## src/rtl/sram_sec_gate.sv

```systemverilog
module sram_sec_gate #(
  parameter int ADDR_W = 16,
  parameter int BLK_W  = 8,
  parameter int DATA_W = 32,
  parameter int CFG_AW = $clog2((1 << (ADDR_W - BLK_W)) / 32 + 2)
) (
  input  logic              clk,
  input  logic              rst_n,
  input  logic              req_valid,
  input  logic              req_write,
  input  logic              req_secure,
  input  logic [ADDR_W-1:0] req_addr,
  input  logic [DATA_W-1:0] req_wdata,
  output logic              rsp_valid,
  output logic              rsp_err,
  output logic [DATA_W-1:0] rsp_rdata,
  output logic              mem_en,
  output logic              mem_we,
  output logic [ADDR_W-1:0] mem_addr,
  output logic [DATA_W-1:0] mem_wdata,
  input  logic [DATA_W-1:0] mem_rdata,
  input  logic              cfg_valid,
  input  logic              cfg_write,
  input  logic              cfg_secure,
  input  logic [CFG_AW-1:0] cfg_addr,
  input  logic [31:0]       cfg_wdata,
  output logic [31:0]       cfg_rdata,
  output logic              cfg_err,
  output logic              xfer_irq,
  output logic              cfg_irq
);
  localparam int IDX_W = ADDR_W - BLK_W;
  localparam int NBLK  = 1 << IDX_W;
  localparam int NWORD = NBLK / 32;
  localparam logic [CFG_AW-1:0] LOCK_IDX = CFG_AW'(NWORD);
  localparam logic [CFG_AW-1:0] STAT_IDX = CFG_AW'(NWORD + 1);

  logic [NBLK-1:0]  secmap;
  logic [NWORD-1:0] lock;
  logic [31:0]      rd_mux;

  wire [IDX_W-1:0] blk = req_addr[ADDR_W-1:BLK_W];
  wire blocked  = req_valid & ~req_secure & secmap[blk];
  wire cfg_ok   = cfg_valid & cfg_secure;
  wire cfg_bad  = cfg_valid & ~cfg_secure;
  wire clr_hit  = cfg_ok & cfg_write & (cfg_addr == STAT_IDX);

  assign mem_en    = req_valid & ~blocked;
  assign mem_we    = req_write;
  assign mem_addr  = req_addr;
  assign mem_wdata = req_wdata;
  assign rsp_rdata = (rsp_valid && !rsp_err) ? mem_rdata : '0;

  always_ff @(posedge clk or negedge rst_n) begin
    if (!rst_n) begin
      rsp_valid <= 1'b0;
      rsp_err   <= 1'b0;
    end else begin
      rsp_valid <= req_valid;
      rsp_err   <= blocked;
    end
  end

  always_ff @(posedge clk or negedge rst_n) begin
    if (!rst_n) begin
      secmap <= '1;
      lock   <= '0;
    end else if (cfg_ok && cfg_write) begin
      if (cfg_addr == LOCK_IDX) lock <= lock | cfg_wdata[NWORD-1:0];
      for (int j = 0; j < NWORD; j++)
        if (cfg_addr == CFG_AW'(j) && !lock[j]) secmap[32*j +: 32] <= cfg_wdata;
    end
  end

  always_ff @(posedge clk or negedge rst_n) begin
    if (!rst_n) begin
      xfer_irq <= 1'b0;
      cfg_irq  <= 1'b0;
    end else begin
      xfer_irq <= blocked | (xfer_irq & ~(clr_hit & cfg_wdata[0]));
      cfg_irq  <= cfg_bad | (cfg_irq & ~(clr_hit & cfg_wdata[1]));
    end
  end

  always_comb begin
    rd_mux = '0;
    for (int j = 0; j < NWORD; j++)
      if (cfg_addr == CFG_AW'(j)) rd_mux = secmap[32*j +: 32];
    if (cfg_addr == LOCK_IDX) rd_mux = 32'(lock);
    if (cfg_addr == STAT_IDX) rd_mux = {30'b0, cfg_irq, xfer_irq};
  end

  always_ff @(posedge clk or negedge rst_n) begin
    if (!rst_n) begin
      cfg_rdata <= '0;
      cfg_err   <= 1'b0;
    end else begin
      cfg_rdata <= (cfg_ok && !cfg_write) ? rd_mux : '0;
      cfg_err   <= cfg_bad;
    end
  end


  secure_pass_chk: assert property (@(posedge clk) disable iff (!rst_n)
    (req_valid && req_secure) |-> mem_en);


  blocked_resp_chk: assert property (@(posedge clk) disable iff (!rst_n)
    (req_valid && !mem_en) |=> (rsp_err && rsp_rdata == '0));


  rsp_follow_chk: assert property (@(posedge clk) disable iff (!rst_n)
    req_valid |=> rsp_valid);


  rsp_quiet_chk: assert property (@(posedge clk) disable iff (!rst_n)
    !req_valid |=> !rsp_valid);


  xfer_rise_chk: assert property (@(posedge clk) disable iff (!rst_n)
    $rose(xfer_irq) |-> $past(req_valid && !req_secure && !mem_en));


  cfg_bad_chk: assert property (@(posedge clk) disable iff (!rst_n)
    (cfg_valid && !cfg_secure) |=> (cfg_err && cfg_irq && cfg_rdata == '0));

  for (genvar g = 0; g < NWORD; g++) begin : g_lock_chk

    lock_sticky_chk: assert property (@(posedge clk) disable iff (!rst_n)
      lock[g] |=> lock[g]);

    lock_freeze_chk: assert property (@(posedge clk) disable iff (!rst_n)
      lock[g] |=> $stable(secmap[32*g +: 32]));
  end
endmodule

```

## config.mk

```make
export PLATFORM = sky130hd
export DESIGN_NAME = sram_sec_gate
export DESIGN_NICKNAME = d
export VERILOG_FILES = /design/src/rtl/sram_sec_gate.sv
export SDC_FILE = /design/constraint.sdc
export NUM_CORES = 1
export LEC_CHECK = 0
export BUFFER_PORTS_ARGS = -buffer_cell sky130_fd_sc_hd__buf_4
export CORE_UTILIZATION = 35
export DETAILED_ROUTE_END_ITERATION = 12
export GPL_ROUTABILITY_DRIVEN = 0
export GPL_TIMING_DRIVEN = 0
export PLACE_DENSITY = 0.51
export SLEW_MARGIN = 5
export SYNTH_ARGS = -nofsm -noshare
export SYNTH_HDL_FRONTEND = slang
export SYNTH_SLANG_ARGS = --single-unit
export TNS_END_PERCENT = 20
```

## constraint.sdc

```tcl
create_clock -name clk -period 2.7 [get_ports clk]
set_input_delay 0.135 -clock clk [delete_from_list [all_inputs] [get_ports clk]]
set_output_delay 0.135 -clock clk [all_outputs]
set_load 0.05 [all_outputs]
```

==> metrics.txt, run 1 <==
# TYPE chip_impl_metric gauge
chip_impl_metric{name="die_y",unit="µm"} 214
chip_impl_metric{name="final_hold_viol_count",unit=""} 0
chip_impl_info{name="outcome",value="finished, violations left"} 1
chip_impl_metric{name="design.portCount",unit=""} 243
chip_impl_metric{name="layout-drive-gt1-share",unit="%"} 65.8
chip_impl_metric{name="yosys.area_share.simple",unit="%"} 5.58
chip_impl_metric{name="place_hpwl",unit="µm"} 40400
chip_impl_metric{name="final-max-slew-violation-count",unit=""} 0
chip_impl_info{name="synth_area_leader_cell",value="sky130_fd_sc_hd__dfstp_2"} 1
chip_impl_metric{name="worstSkewPairLatency",unit="ns"} 0.56
chip_impl_metric{name="path_clk_slew",unit="ns"} 0.05
chip_impl_metric{name="grt_pass1_vias",unit=""} 11240
chip_impl_metric{name="tritoncts.num_buffers",unit=""} 36
chip_impl_metric{name="slew-limit-headroom",unit="%"} 19.5
chip_impl_metric{name="synth.area.mux_share",unit="%"} 29.8
chip_impl_metric{name="netlist_area",unit="mm²"} 0.0157
chip_impl_metric{name="die-area",unit="mm²"} 0.0456
chip_impl_metric{name="number_of_flops_mapped_to_enable_cells_by_yosys",unit=""} 0
chip_impl_metric{name="drcViolationCount",unit=""} 0
chip_impl_metric{name="sequential_cell_area",unit="mm²"} 0.00785
chip_impl_metric{name="drt.antenna.violating_nets",unit=""} 0
chip_impl_metric{name="synth-warning-count",unit=""} 0
chip_impl_metric{name="max_cap_viol_count",unit=""} 0
chip_impl_metric{name="cts_sinks",unit=""} 301
chip_impl_info{name="combinational_family_with_the_most_area_after_synthesis",value="multiplexers"} 1
chip_impl_metric{name="chipWidth",unit="µm"} 214
chip_impl_metric{name="cts_htree_levels",unit=""} 2
chip_impl_metric{name="worst_slack",unit="ns"} -0.336
chip_impl_metric{name="fin_nets",unit=""} 1524
chip_impl_metric{name="required_arrival_time_at_the_worst_endpoint",unit="ns"} 2.57
chip_impl_metric{name="fp.coreArea",unit="mm²"} 0.0442
chip_impl_info{name="synth.top_cells.by_area",value="sky130_fd_sc_hd__dfstp_2, sky130_fd_sc_hd__mux2_2, sky130_fd_sc_hd__dfrtp_1, sky130_fd_sc_hd__mux4_2, sky130_fd_sc_hd__mux4_1"} 1
chip_impl_metric{name="stdcell_count",unit=""} 2020
chip_impl_metric{name="synth_cell_type_count",unit=""} 58
chip_impl_info{name="critPathLaunchType",value="primary input"} 1
chip_impl_metric{name="worst_pin_slew",unit="ns"} 1.21
chip_impl_metric{name="synth.avg_cell_area",unit="µm²"} 13.9
chip_impl_metric{name="place.port_buffers",unit=""} 192
chip_impl_metric{name="ys_async_sr_fraction",unit="%"} 100
chip_impl_metric{name="num_rows",unit=""} 77
chip_impl_metric{name="route.detailed.wl_per_inst",unit="µm"} 27.5
chip_impl_metric{name="synth-adder-area-share",unit="%"} 0
chip_impl_metric{name="place.detailed.instances",unit=""} 1913
chip_impl_metric{name="yosys.area_share.xor_xnor",unit="%"} 0
chip_impl_info{name="tritoncts_clock_tree",value="built"} 1
chip_impl_metric{name="global_route_wire_length_before_repair",unit="µm"} 79200
chip_impl_metric{name="grtUsageTotal",unit="%"} 24.5
chip_impl_metric{name="synth-compound-area-share",unit="%"} 9.25
chip_impl_metric{name="cts_buffer_depth",unit=""} 3
chip_impl_metric{name="synthesis.nets",unit=""} 1250
chip_impl_metric{name="overflow",unit=""} 0
chip_impl_metric{name="routed_wl",unit="µm"} 55600
chip_impl_metric{name="cp.arrival",unit="ns"} 2.90
chip_impl_info{name="failing_checks",value="setup timing"} 1
chip_impl_metric{name="power-per-cell-area",unit="mW/mm²"} 666
chip_impl_metric{name="area_of_the_multi_input_gates",unit="mm²"} 0.00702
chip_impl_info{name="hold_path.class",value="in -> reg"} 1
chip_impl_metric{name="ir_drop",unit="µV"} 359
chip_impl_metric{name="final.min_clock_period",unit="ns"} 3.04
chip_impl_metric{name="sequential_share_of_the_synthesized_area",unit="%"} 50.1
chip_impl_metric{name="drt-vias-per-instance",unit=""} 5.73
chip_impl_info{name="root_buffer",value="sky130_fd_sc_hd__clkbuf_16"} 1
chip_impl_metric{name="fillerInstances",unit=""} 4047
chip_impl_metric{name="area_growth",unit="%"} 24.9
chip_impl_info{name="synth_top_flop_cell",value="sky130_fd_sc_hd__dfstp_2"} 1
chip_impl_metric{name="finalSetupTns",unit="ns"} -0.336
chip_impl_metric{name="layout_skew",unit="ns"} 0.0271
chip_impl_info{name="critical_path.endpoint_type",value="output port"} 1
chip_impl_metric{name="ys_seq_elements",unit=""} 301
chip_impl_metric{name="post-layout-total-power",unit="W"} 0.0130
chip_impl_metric{name="synthesis.instances",unit=""} 1126
chip_impl_metric{name="critical_path_peak_fanout",unit=""} 10
chip_impl_metric{name="initial_antenna_violation_count",unit=""} 1
chip_impl_metric{name="static-leakage-power",unit="nW"} 8.28
chip_impl_metric{name="detailed_route_via_count",unit=""} 11572
chip_impl_metric{name="dr.pass1.iters",unit=""} 7
chip_impl_metric{name="timing.final.crit_share",unit="%"} 112
chip_impl_metric{name="final_util",unit="%"} 44.2
chip_impl_info{name="critPathKind",value="in -> out"} 1
chip_impl_metric{name="max_freq",unit="GHz"} 0.329
chip_impl_metric{name="share_of_the_synthesized_area_in_the_top_cell_type",unit="%"} 42.9
chip_impl_metric{name="num_antenna_cells",unit=""} 0
chip_impl_metric{name="initialDrtViolationCount",unit=""} 1186
chip_impl_metric{name="timing.final.setup_violations",unit=""} 1
chip_impl_metric{name="grt_start_max_net_pins",unit=""} 114
chip_impl_info{name="rsz0062_at_grt",value="true"} 1
chip_impl_metric{name="floorplan.initialDensity",unit="%"} 35.4
state kept, by name (all words and copies together), names as in the netlist:
name / count
lock: 8
cfg_irq: 1
cfg_rdata: 32
rsp_valid: 1
rsp_err: 1
secmap: 256
xfer_irq: 1
cfg_err: 1
worst max-delay path, cell delays in order:
cell	delay (ns)
sky130_fd_sc_hd__buf_2	0.35
sky130_fd_sc_hd__buf_2	0.47
sky130_fd_sc_hd__buf_2	0.49
sky130_fd_sc_hd__mux4_2	0.46
sky130_fd_sc_hd__mux2i_1	0.17
sky130_fd_sc_hd__nand2_1	0.07
sky130_fd_sc_hd__o2111ai_1	0.08
sky130_fd_sc_hd__and4_1	0.29
sky130_fd_sc_hd__o211a_1	0.20
sky130_fd_sc_hd__buf_6	0.16
placed cells by master (no fill, tap or decap), types with 36 or more instances in the layout:
master	count
sky130_fd_sc_hd__nor2_1	42
sky130_fd_sc_hd__dlygate4sd3_1	36
sky130_fd_sc_hd__nand2_1	40
sky130_fd_sc_hd__clkbuf_16	38
sky130_fd_sc_hd__buf_4	247
sky130_fd_sc_hd__dfrtp_1	45
sky130_fd_sc_hd__mux4_2	55
sky130_fd_sc_hd__mux2_2	263
sky130_fd_sc_hd__clkbuf_1	53
sky130_fd_sc_hd__dfstp_2	256
timing repair:
action                                 4_1_cts  5_1_grt
pin swaps                                    3        3
setup endpoints to repair                    5       41
hold buffers                                36        0
endpoints found under the hold margin      260        0
resized for setup                           12        7
buffers inserted                             5        0
synthesized netlist by cell type, types with 5 or more instances:
library cell / number
sky130_fd_sc_hd__a211o_1: 6
sky130_fd_sc_hd__a21o_1: 33
sky130_fd_sc_hd__a21oi_1: 8
sky130_fd_sc_hd__a221oi_1: 24
sky130_fd_sc_hd__a222oi_1: 27
sky130_fd_sc_hd__a22oi_1: 20
sky130_fd_sc_hd__a311oi_1: 25
sky130_fd_sc_hd__a31oi_1: 5
sky130_fd_sc_hd__and2_1: 34
sky130_fd_sc_hd__buf_2: 38
sky130_fd_sc_hd__buf_4: 49
sky130_fd_sc_hd__clkbuf_1: 45
sky130_fd_sc_hd__dfrtp_1: 45
sky130_fd_sc_hd__dfstp_2: 256
sky130_fd_sc_hd__inv_1: 6
sky130_fd_sc_hd__mux2_2: 263
sky130_fd_sc_hd__mux4_1: 20
sky130_fd_sc_hd__mux4_2: 50
sky130_fd_sc_hd__nand2_1: 40
sky130_fd_sc_hd__nand3_1: 8
sky130_fd_sc_hd__nor2_1: 42
sky130_fd_sc_hd__nor2b_1: 8
sky130_fd_sc_hd__nor3_1: 5
sky130_fd_sc_hd__o21ai_0: 9
sky130_fd_sc_hd__o22ai_1: 5
through the flow:
| stage | setup slack, ns | cell area [µm²] | hold WS (ns) |
|---|---|---|---|
| floorplan | 0.285 | 15700 | -0.161 |
| global placement | -1.29 | 17800 | 0.282 |
| detailed placement | -0.787 | 17900 | 0.269 |
| CTS | -0.295 | 19600 | 0.0257 |
| global route | -0.345 | 19600 | 0.0692 |
| finish | -0.336 | 19600 | 0.0648 |
where the power goes:
group          switching, W  internal, W  leakage [nW]
sequential         0.000493      0.00545          3.27
clock               0.00198      0.00295         0.588
combinational       0.00111      0.00106          4.42
cell families (layout without fill, tap and decap cells):
family	after synthesis	count (layout)
multiplexers	338	338
flip-flops	301	301
AND/OR/NAND/NOR	165	165
buffers and inverters	144	446
AO/OA/AOI/OAI	178	178
worst paths after layout:
kind,start,end,slack (ns),cells past startpoint
hold reg to reg,lock[5],lock[5],0.48,1
hold / removal,cfg_addr[1],cfg_rdata[0],0.06,4
max in group asynchronous,rst_n,cfg_rdata[4],1.33,3
setup reg to reg,secmap[19],xfer_irq,0.34,7
setup / recovery,req_addr[10],mem_en,-0.34,10
min in group asynchronous,rst_n,cfg_rdata[18],0.23,2
metal layers:
metal / track usage (%) / up-vias / routed length (µm)
li1: - / 4857 / -
met1: 33.0 / 6060 / 23700
met2: 38.7 / 564 / 25800
met3: 5.51 / 89 / 4310
met4: 8.65 / 2 / 1780
met5: 0 / - / 13
layout make-up:
| class | instances | area share, % |
|---|---|---|
| multi-input cells | 681 | 35.9 |
| clock inverters | 4 | 0.153 |
| well taps | 592 | 3.79 |
| repair buffers | 236 | 9.80 |
| clock buffers | 62 | 5.99 |
| flip-flops and latches | 301 | 40.1 |
| inverters | 6 | 0.115 |
| plain buffers | 138 | 4.18 |
No activity file was read; power rests on OpenSTA's default activity.
==> run 2: changes to the inputs <==
==> constraint.sdc (replaced) <==
create_clock -name clk -period 2.7 [get_ports clk]
set_input_delay 0.81 -clock clk [delete_from_list [all_inputs] [get_ports clk]]
set_output_delay 0.81 -clock clk [all_outputs]
set_load 0.05 [all_outputs]
==> metrics.txt, run 2 (synthesis results as in run 1) <==
# TYPE chip_impl_metric gauge
chip_impl_metric{name="detailedPlace.worstSlack",unit="ns"} -2.28
chip_impl_metric{name="path_clk_slew",unit="ns"} 0.06
chip_impl_metric{name="tritoncts.num_buffers",unit=""} 36
chip_impl_info{name="regMostFlops",value="secmap"} 1
chip_impl_metric{name="largest_reg_flops",unit=""} 256
chip_impl_metric{name="static-leakage-power",unit="nW"} 8.35
chip_impl_metric{name="cts_hold_bufs",unit=""} 0
chip_impl_metric{name="initialDrtViolationCount",unit=""} 1048
chip_impl_info{name="failing_checks",value="setup timing"} 1
chip_impl_info{name="cell_family_contributing_the_most_delay_on_the_critical_path",value="multiplexers"} 1
chip_impl_metric{name="grtUsageTotal",unit="%"} 25.9
chip_impl_info{name="critPathLaunchType",value="primary input"} 1
chip_impl_info{name="rsz0062_at_grt",value="true"} 1
chip_impl_metric{name="final.min_clock_period",unit="ns"} 4.08
chip_impl_metric{name="place.port_buffers",unit=""} 192
chip_impl_metric{name="max_freq",unit="GHz"} 0.245
chip_impl_metric{name="max_cap_viol_count",unit=""} 0
chip_impl_metric{name="drt.antenna.violating_nets",unit=""} 0
chip_impl_info{name="critical_path.endpoint_type",value="output port"} 1
chip_impl_metric{name="worst_path_buffer_plus_inverter_count",unit=""} 5
chip_impl_info{name="root_buffer",value="sky130_fd_sc_hd__clkbuf_16"} 1
chip_impl_metric{name="global_route_wire_length_before_repair",unit="µm"} 83000
chip_impl_metric{name="place_hpwl",unit="µm"} 42100
chip_impl_info{name="critPathKind",value="in -> out"} 1
chip_impl_metric{name="num_rows",unit=""} 77
chip_impl_metric{name="drt-vias-per-instance",unit=""} 5.77
chip_impl_metric{name="cts_buffer_depth",unit=""} 3
chip_impl_metric{name="initial_antenna_violation_count",unit=""} 2
chip_impl_metric{name="area_of_the_multi_input_gates",unit="mm²"} 0.00716
chip_impl_info{name="layout_commonest_cell",value="sky130_fd_sc_hd__mux2_2"} 1
chip_impl_metric{name="area_growth",unit="%"} 25.6
chip_impl_metric{name="worstSkewPairLatency",unit="ns"} 0.56
chip_impl_info{name="outcome",value="finished, violations left"} 1
chip_impl_metric{name="die_y",unit="µm"} 214
chip_impl_metric{name="route.detailed.wl_per_inst",unit="µm"} 29.3
chip_impl_metric{name="sequential_cell_area",unit="mm²"} 0.00785
chip_impl_metric{name="ir_drop",unit="µV"} 409
chip_impl_metric{name="final_util",unit="%"} 44.5
chip_impl_metric{name="final_hold_viol_count",unit=""} 0
chip_impl_metric{name="stdcell_count",unit=""} 1996
chip_impl_metric{name="fin_nets",unit=""} 1499
chip_impl_metric{name="layout_skew",unit="ns"} 0.0231
chip_impl_info{name="biggestRegsByFlops",value="secmap: 256 flops, cfg_rdata: 32 flops, lock: 8 flops"} 1
chip_impl_metric{name="worst_slack",unit="ns"} -1.38
chip_impl_metric{name="cp.arrival",unit="ns"} 3.27
chip_impl_metric{name="chipWidth",unit="µm"} 214
chip_impl_metric{name="design.portCount",unit=""} 243
chip_impl_metric{name="detailed_route_via_count",unit=""} 11525
chip_impl_metric{name="worst_pin_slew",unit="ns"} 0.780
chip_impl_metric{name="grt_pass1_vias",unit=""} 11584
chip_impl_info{name="crit_path_cells",value="buf_12, buf_12, buf_16, mux4_1, nor2_1, mux4_2, nor3_1, o31ai_2, buf_4, o211a_4, buf_8"} 1
chip_impl_metric{name="drcViolationCount",unit=""} 0
chip_impl_metric{name="layout-drive-gt1-share",unit="%"} 70.1
chip_impl_info{name="hold_path.class",value="in -> async"} 1
chip_impl_info{name="critPathMostFrequentCell",value="sky130_fd_sc_hd__buf_12"} 1
chip_impl_metric{name="fp.coreArea",unit="mm²"} 0.0442
chip_impl_metric{name="timing.final.crit_share",unit="%"} 151
chip_impl_metric{name="dr.pass1.iters",unit=""} 6
chip_impl_metric{name="final-max-slew-violation-count",unit=""} 0
chip_impl_metric{name="timing.final.setup_violations",unit=""} 5
chip_impl_metric{name="critical_path_peak_fanout",unit=""} 4
chip_impl_metric{name="critical_path.max_stage_delay",unit="ns"} 0.68
chip_impl_metric{name="fillerInstances",unit=""} 4030
chip_impl_metric{name="power-per-cell-area",unit="mW/mm²"} 674
chip_impl_metric{name="overflow",unit=""} 0
chip_impl_metric{name="cts_htree_levels",unit=""} 2
chip_impl_metric{name="die-area",unit="mm²"} 0.0456
chip_impl_metric{name="required_arrival_time_at_the_worst_endpoint",unit="ns"} 1.89
chip_impl_metric{name="routed_wl",unit="µm"} 58600
chip_impl_metric{name="cts_sinks",unit=""} 301
chip_impl_metric{name="post-layout-total-power",unit="W"} 0.0133
chip_impl_metric{name="grt_start_max_net_pins",unit=""} 108
chip_impl_info{name="leading_cell_types_in_the_layout_fill_and_taps_excluded",value="sky130_fd_sc_hd__mux2_2, sky130_fd_sc_hd__dfstp_2, sky130_fd_sc_hd__buf_4"} 1
chip_impl_metric{name="floorplan.initialDensity",unit="%"} 35.4
chip_impl_info{name="tritoncts_clock_tree",value="built"} 1
chip_impl_metric{name="slew-limit-headroom",unit="%"} 48.0
chip_impl_info{name="crit_slowest_cell",value="sky130_fd_sc_hd__mux4_1"} 1
chip_impl_metric{name="place.detailed.instances",unit=""} 1915
## run 2: worst register-to-register path, delay by kind of cell, from the launching register on
family	cells	cell delay (ns)
DFF	1	0.55
buffers and inverters	2	0.30
AOI/OAI and AO/OA	2	0.26
and+or+nand+nor	2	0.39
muxes	2	0.88
## run 2: final cells by class
cell class / count / share of cell area (%)
Multi-Input combinational cell: 681 / 36.4
Sequential cell: 301 / 39.9
Clock buffer: 55 / 5.30
Tap cell: 592 / 3.77
Buffer: 136 / 4.67
Inverter: 6 / 0.114
Clock inverter: 11 / 0.846
Antenna cell: 1 / 0.0127
Timing Repair Buffer: 213 / 9.00
## run 2: repair_timing
action,4_1_cts,5_1_grt
setup endpoints to repair,274,172
cloned,2,0
buffers inserted,12,2
pin swaps,5,3
gates resized for setup,71,34
endpoints found under the hold margin,0,0
## run 2: metal layers
layer  wire, µm  part of all wire (%)  vias up  track usage, %
li1           -                     -     4776               -
met1      24300                    42     6073            33.7
met2      28200                    48      579            42.5
met3       4390                   7.5       97            6.02
met4       1700                   2.9        0            8.05
met5          0                     0        -               0
## run 2: stage by stage
step | setup TNS, ns | hold WS (ns) | cell area (µm²)
floorplan | -1.01 | 0.445 | 15700
global placement | -606.51 | 0.467 | 17900
detailed placement | -236.18 | 0.483 | 18000
CTS | -1.71 | 0.0916 | 19600
global route | -1.58 | 0.0954 | 19700
finish | -1.56 | 0.107 | 19700
## run 2: path summary, 6_finish.rpt
kind,start,endpoint,slack [ns],cells after the start
min reg2reg,cfg_irq,cfg_irq,0.51,1
min,rst_n,cfg_rdata[19],0.11,1
max reg2reg,secmap[238],rsp_err,0.18,8
max in group asynchronous,rst_n,secmap[227],1.28,3
max,req_addr[8],mem_en,-1.38,11
min in group clk,cfg_secure,cfg_err,0.44,2
## run 2: report_power, final
part	switching [W]	internal (W)	leakage (nW)
clock network	0.00202	0.00306	0.593
logic	0.00114	0.00107	4.49
registers	0.000523	0.00545	3.27
==> run 3: changes to the inputs <==
--- a/config.mk
+++ b/config.mk
@@ -11,6 +11,7 @@
 export GPL_ROUTABILITY_DRIVEN = 0
 export GPL_TIMING_DRIVEN = 0
 export PLACE_DENSITY = 0.51
+export SKIP_CTS_REPAIR_TIMING = 1
 export SLEW_MARGIN = 5
 export SYNTH_ARGS = -nofsm -noshare
 export SYNTH_HDL_FRONTEND = slang
==> metrics.txt, run 3 (synthesis results as in run 1) <==
# TYPE chip_impl_metric gauge
chip_impl_metric{name="dr.pass1.iters",unit=""} 6
chip_impl_metric{name="worst_pin_slew",unit="ns"} 0.962
chip_impl_info{name="crit-reg2reg-capture",value="rsp_err"} 1
chip_impl_metric{name="initial_antenna_violation_count",unit=""} 3
chip_impl_metric{name="design.portCount",unit=""} 243
chip_impl_metric{name="chipWidth",unit="µm"} 214
chip_impl_metric{name="cts_buffer_depth",unit=""} 3
chip_impl_info{name="critPathKind",value="in -> out"} 1
chip_impl_metric{name="drt.antenna.violating_nets",unit=""} 0
chip_impl_metric{name="sequential_cell_area",unit="mm²"} 0.00785
chip_impl_metric{name="r2r.worst_path.cells",unit=""} 8
chip_impl_metric{name="initialDrtViolationCount",unit=""} 955
chip_impl_info{name="root_buffer",value="sky130_fd_sc_hd__clkbuf_16"} 1
chip_impl_metric{name="cts_htree_levels",unit=""} 2
chip_impl_metric{name="critical_path_peak_fanout",unit=""} 10
chip_impl_metric{name="setup_slack_reg_to_reg",unit="ns"} 0.23
chip_impl_metric{name="worst_slack",unit="ns"} -1.35
chip_impl_metric{name="timing.final.crit_share",unit="%"} 150
chip_impl_metric{name="largest_reg_flops",unit=""} 256
chip_impl_metric{name="drt-vias-per-instance",unit=""} 5.77
chip_impl_metric{name="ir_drop",unit="µV"} 409
chip_impl_metric{name="fin_nets",unit=""} 1498
chip_impl_metric{name="layout_skew",unit="ns"} 0.0216
chip_impl_metric{name="worstSkewPairLatency",unit="ns"} 0.56
chip_impl_metric{name="timing.final.setup_violations",unit=""} 27
chip_impl_metric{name="power_frac_clock",unit="%"} 38.3
chip_impl_metric{name="cp.arrival",unit="ns"} 3.24
chip_impl_info{name="worstSetupEndpoint",value="mem_en"} 1
chip_impl_metric{name="p_switching",unit="W"} 0.00367
chip_impl_metric{name="finalInstanceArea",unit="mm²"} 0.0196
chip_impl_metric{name="overflow",unit=""} 0
chip_impl_info{name="worstSetupStartpoint",value="req_addr[10]"} 1
chip_impl_metric{name="place.port_buffers",unit=""} 192
chip_impl_metric{name="detailed_route_via_count",unit=""} 11526
chip_impl_metric{name="internal-power",unit="W"} 0.00957
chip_impl_metric{name="drcViolationCount",unit=""} 0
chip_impl_info{name="regMostFlops",value="secmap"} 1
chip_impl_info{name="rsz0062_at_grt",value="true"} 1
chip_impl_metric{name="grt_start_max_net_pins",unit=""} 108
chip_impl_metric{name="global_route_wire_length_before_repair",unit="µm"} 81700
chip_impl_info{name="tritoncts_clock_tree",value="built"} 1
chip_impl_metric{name="die-area",unit="mm²"} 0.0456
chip_impl_info{name="outcome",value="finished, violations left"} 1
chip_impl_metric{name="route.detailed.wl_per_inst",unit="µm"} 29.2
chip_impl_metric{name="max_freq",unit="GHz"} 0.247
chip_impl_metric{name="fraction_of_power_consumed_by_sequential_logic",unit="%"} 45.1
chip_impl_metric{name="grt_pass1_vias",unit=""} 11433
chip_impl_metric{name="routed_wl",unit="µm"} 58200
chip_impl_info{name="biggestRegsByFlops",value="secmap: 256 flops, cfg_rdata: 32 flops, lock: 8 flops"} 1
chip_impl_metric{name="max_cap_viol_count",unit=""} 0
chip_impl_metric{name="die_y",unit="µm"} 214
chip_impl_metric{name="final.min_clock_period",unit="ns"} 4.05
chip_impl_info{name="r2r-start",value="secmap[228]"} 1
chip_impl_metric{name="fp.coreArea",unit="mm²"} 0.0442
chip_impl_metric{name="path_clk_slew",unit="ns"} 0.06
chip_impl_info{name="critical_path.endpoint_type",value="output port"} 1
chip_impl_metric{name="grtUsageTotal",unit="%"} 25.4
chip_impl_metric{name="fillerInstances",unit=""} 4049
chip_impl_metric{name="num_rows",unit=""} 77
chip_impl_metric{name="worst_hold_slack",unit="ns"} 0.106
chip_impl_metric{name="layout-drive-gt1-share",unit="%"} 70.2
chip_impl_metric{name="floorplan.initialDensity",unit="%"} 35.4
chip_impl_metric{name="post-layout-total-power",unit="W"} 0.0132
chip_impl_metric{name="switching_share",unit="%"} 27.7
chip_impl_metric{name="slew-limit-headroom",unit="%"} 35.9
chip_impl_info{name="critPathLaunchType",value="primary input"} 1
chip_impl_metric{name="finalSetupTns",unit="ns"} -3.06
chip_impl_metric{name="static-leakage-power",unit="nW"} 8.35
chip_impl_metric{name="tritoncts.num_buffers",unit=""} 36
chip_impl_metric{name="area_of_the_multi_input_gates",unit="mm²"} 0.00718
chip_impl_metric{name="cts_sinks",unit=""} 301
chip_impl_metric{name="area_growth",unit="%"} 25.4
chip_impl_info{name="hold_path.class",value="in -> async"} 1
chip_impl_metric{name="final-max-slew-violation-count",unit=""} 0
chip_impl_metric{name="final_util",unit="%"} 44.4
chip_impl_metric{name="p_comb_share",unit="%"} 16.6
chip_impl_metric{name="power-per-cell-area",unit="mW/mm²"} 674
chip_impl_metric{name="placement.cell_area",unit="mm²"} 0.0180
chip_impl_info{name="failing_checks",value="setup timing"} 1
chip_impl_metric{name="final_hold_viol_count",unit=""} 0
chip_impl_info{name="leading_cell_types_in_the_layout_fill_and_taps_excluded",value="sky130_fd_sc_hd__mux2_2, sky130_fd_sc_hd__dfstp_2, sky130_fd_sc_hd__buf_4"} 1
chip_impl_metric{name="required_arrival_time_at_the_worst_endpoint",unit="ns"} 1.89
chip_impl_metric{name="place_hpwl",unit="µm"} 42100
chip_impl_info{name="layout_commonest_cell",value="sky130_fd_sc_hd__mux2_2"} 1
[run 3: per-stage QoR]
| step | cells | setup slack [ns] |
|---|---|---|
| after detailed placement | 1915 | -2.28 |
| after global placement | 1910 | -2.29 |
| after global routing | 1994 | -1.42 |
| after floorplan | 1126 | -0.966 |
| final | 1996 | -1.35 |
| after CTS | 1981 | -2.28 |
[run 3: power groups by stage]
stage	Sequential, W	Clock (W)	Combinational (W)
global placement	0.00599	0	0.00208
floorplan	0.00578	0	0.00137
global route	0.00603	0.00535	0.00232
finish	0.00597	0.00507	0.00220
CTS	0.00595	0.00518	0.00213
detailed placement	0.00601	0	0.00212
[run 3: worst max-delay path, cell delays in order]
cell and delay (ns):
sky130_fd_sc_hd__clkbuf_4 0.26, sky130_fd_sc_hd__buf_6 0.27, sky130_fd_sc_hd__buf_6 0.25, sky130_fd_sc_hd__mux4_2 0.43, sky130_fd_sc_hd__o22a_1 0.21, sky130_fd_sc_hd__o22ai_1 0.14
sky130_fd_sc_hd__nor3_1 0.07, sky130_fd_sc_hd__o31ai_2 0.26, sky130_fd_sc_hd__buf_4 0.19, sky130_fd_sc_hd__o211a_4 0.18, sky130_fd_sc_hd__buf_8 0.14
[run 3: how the worst min path moves through the flow]
stage,startpoint,endpoint,slack [ns]
floorplan,lock[1],lock[1],0.45
global placement,lock[1],lock[1],0.47
detailed placement,lock[5],lock[5],0.48
CTS,rst_n,cfg_rdata[14],0.09
global route,rst_n,cfg_rdata[19],0.1
finish,rst_n,cfg_rdata[19],0.11
[run 3: routing by layer]
metal / vias to the layer above / global-route usage (%) / share of wire, %
met4: 0 / 7.44 / 2.6
li1: 4790 / - / -
met5: - / 0 / 0
met2: 580 / 42.2 / 48
met1: 6069 / 32.7 / 41
met3: 87 / 6.25 / 8.2
[run 3: final cells by class]
class	count	area share, %
Antenna cell	2	0.0255
Buffer	136	4.64
Clock buffer	55	5.31
Clock inverter	11	0.847
Inverter	6	0.115
Multi-Input combinational cell	681	36.6
Sequential cell	301	40.0
Tap cell	592	3.77
Timing Repair Buffer	212	8.75
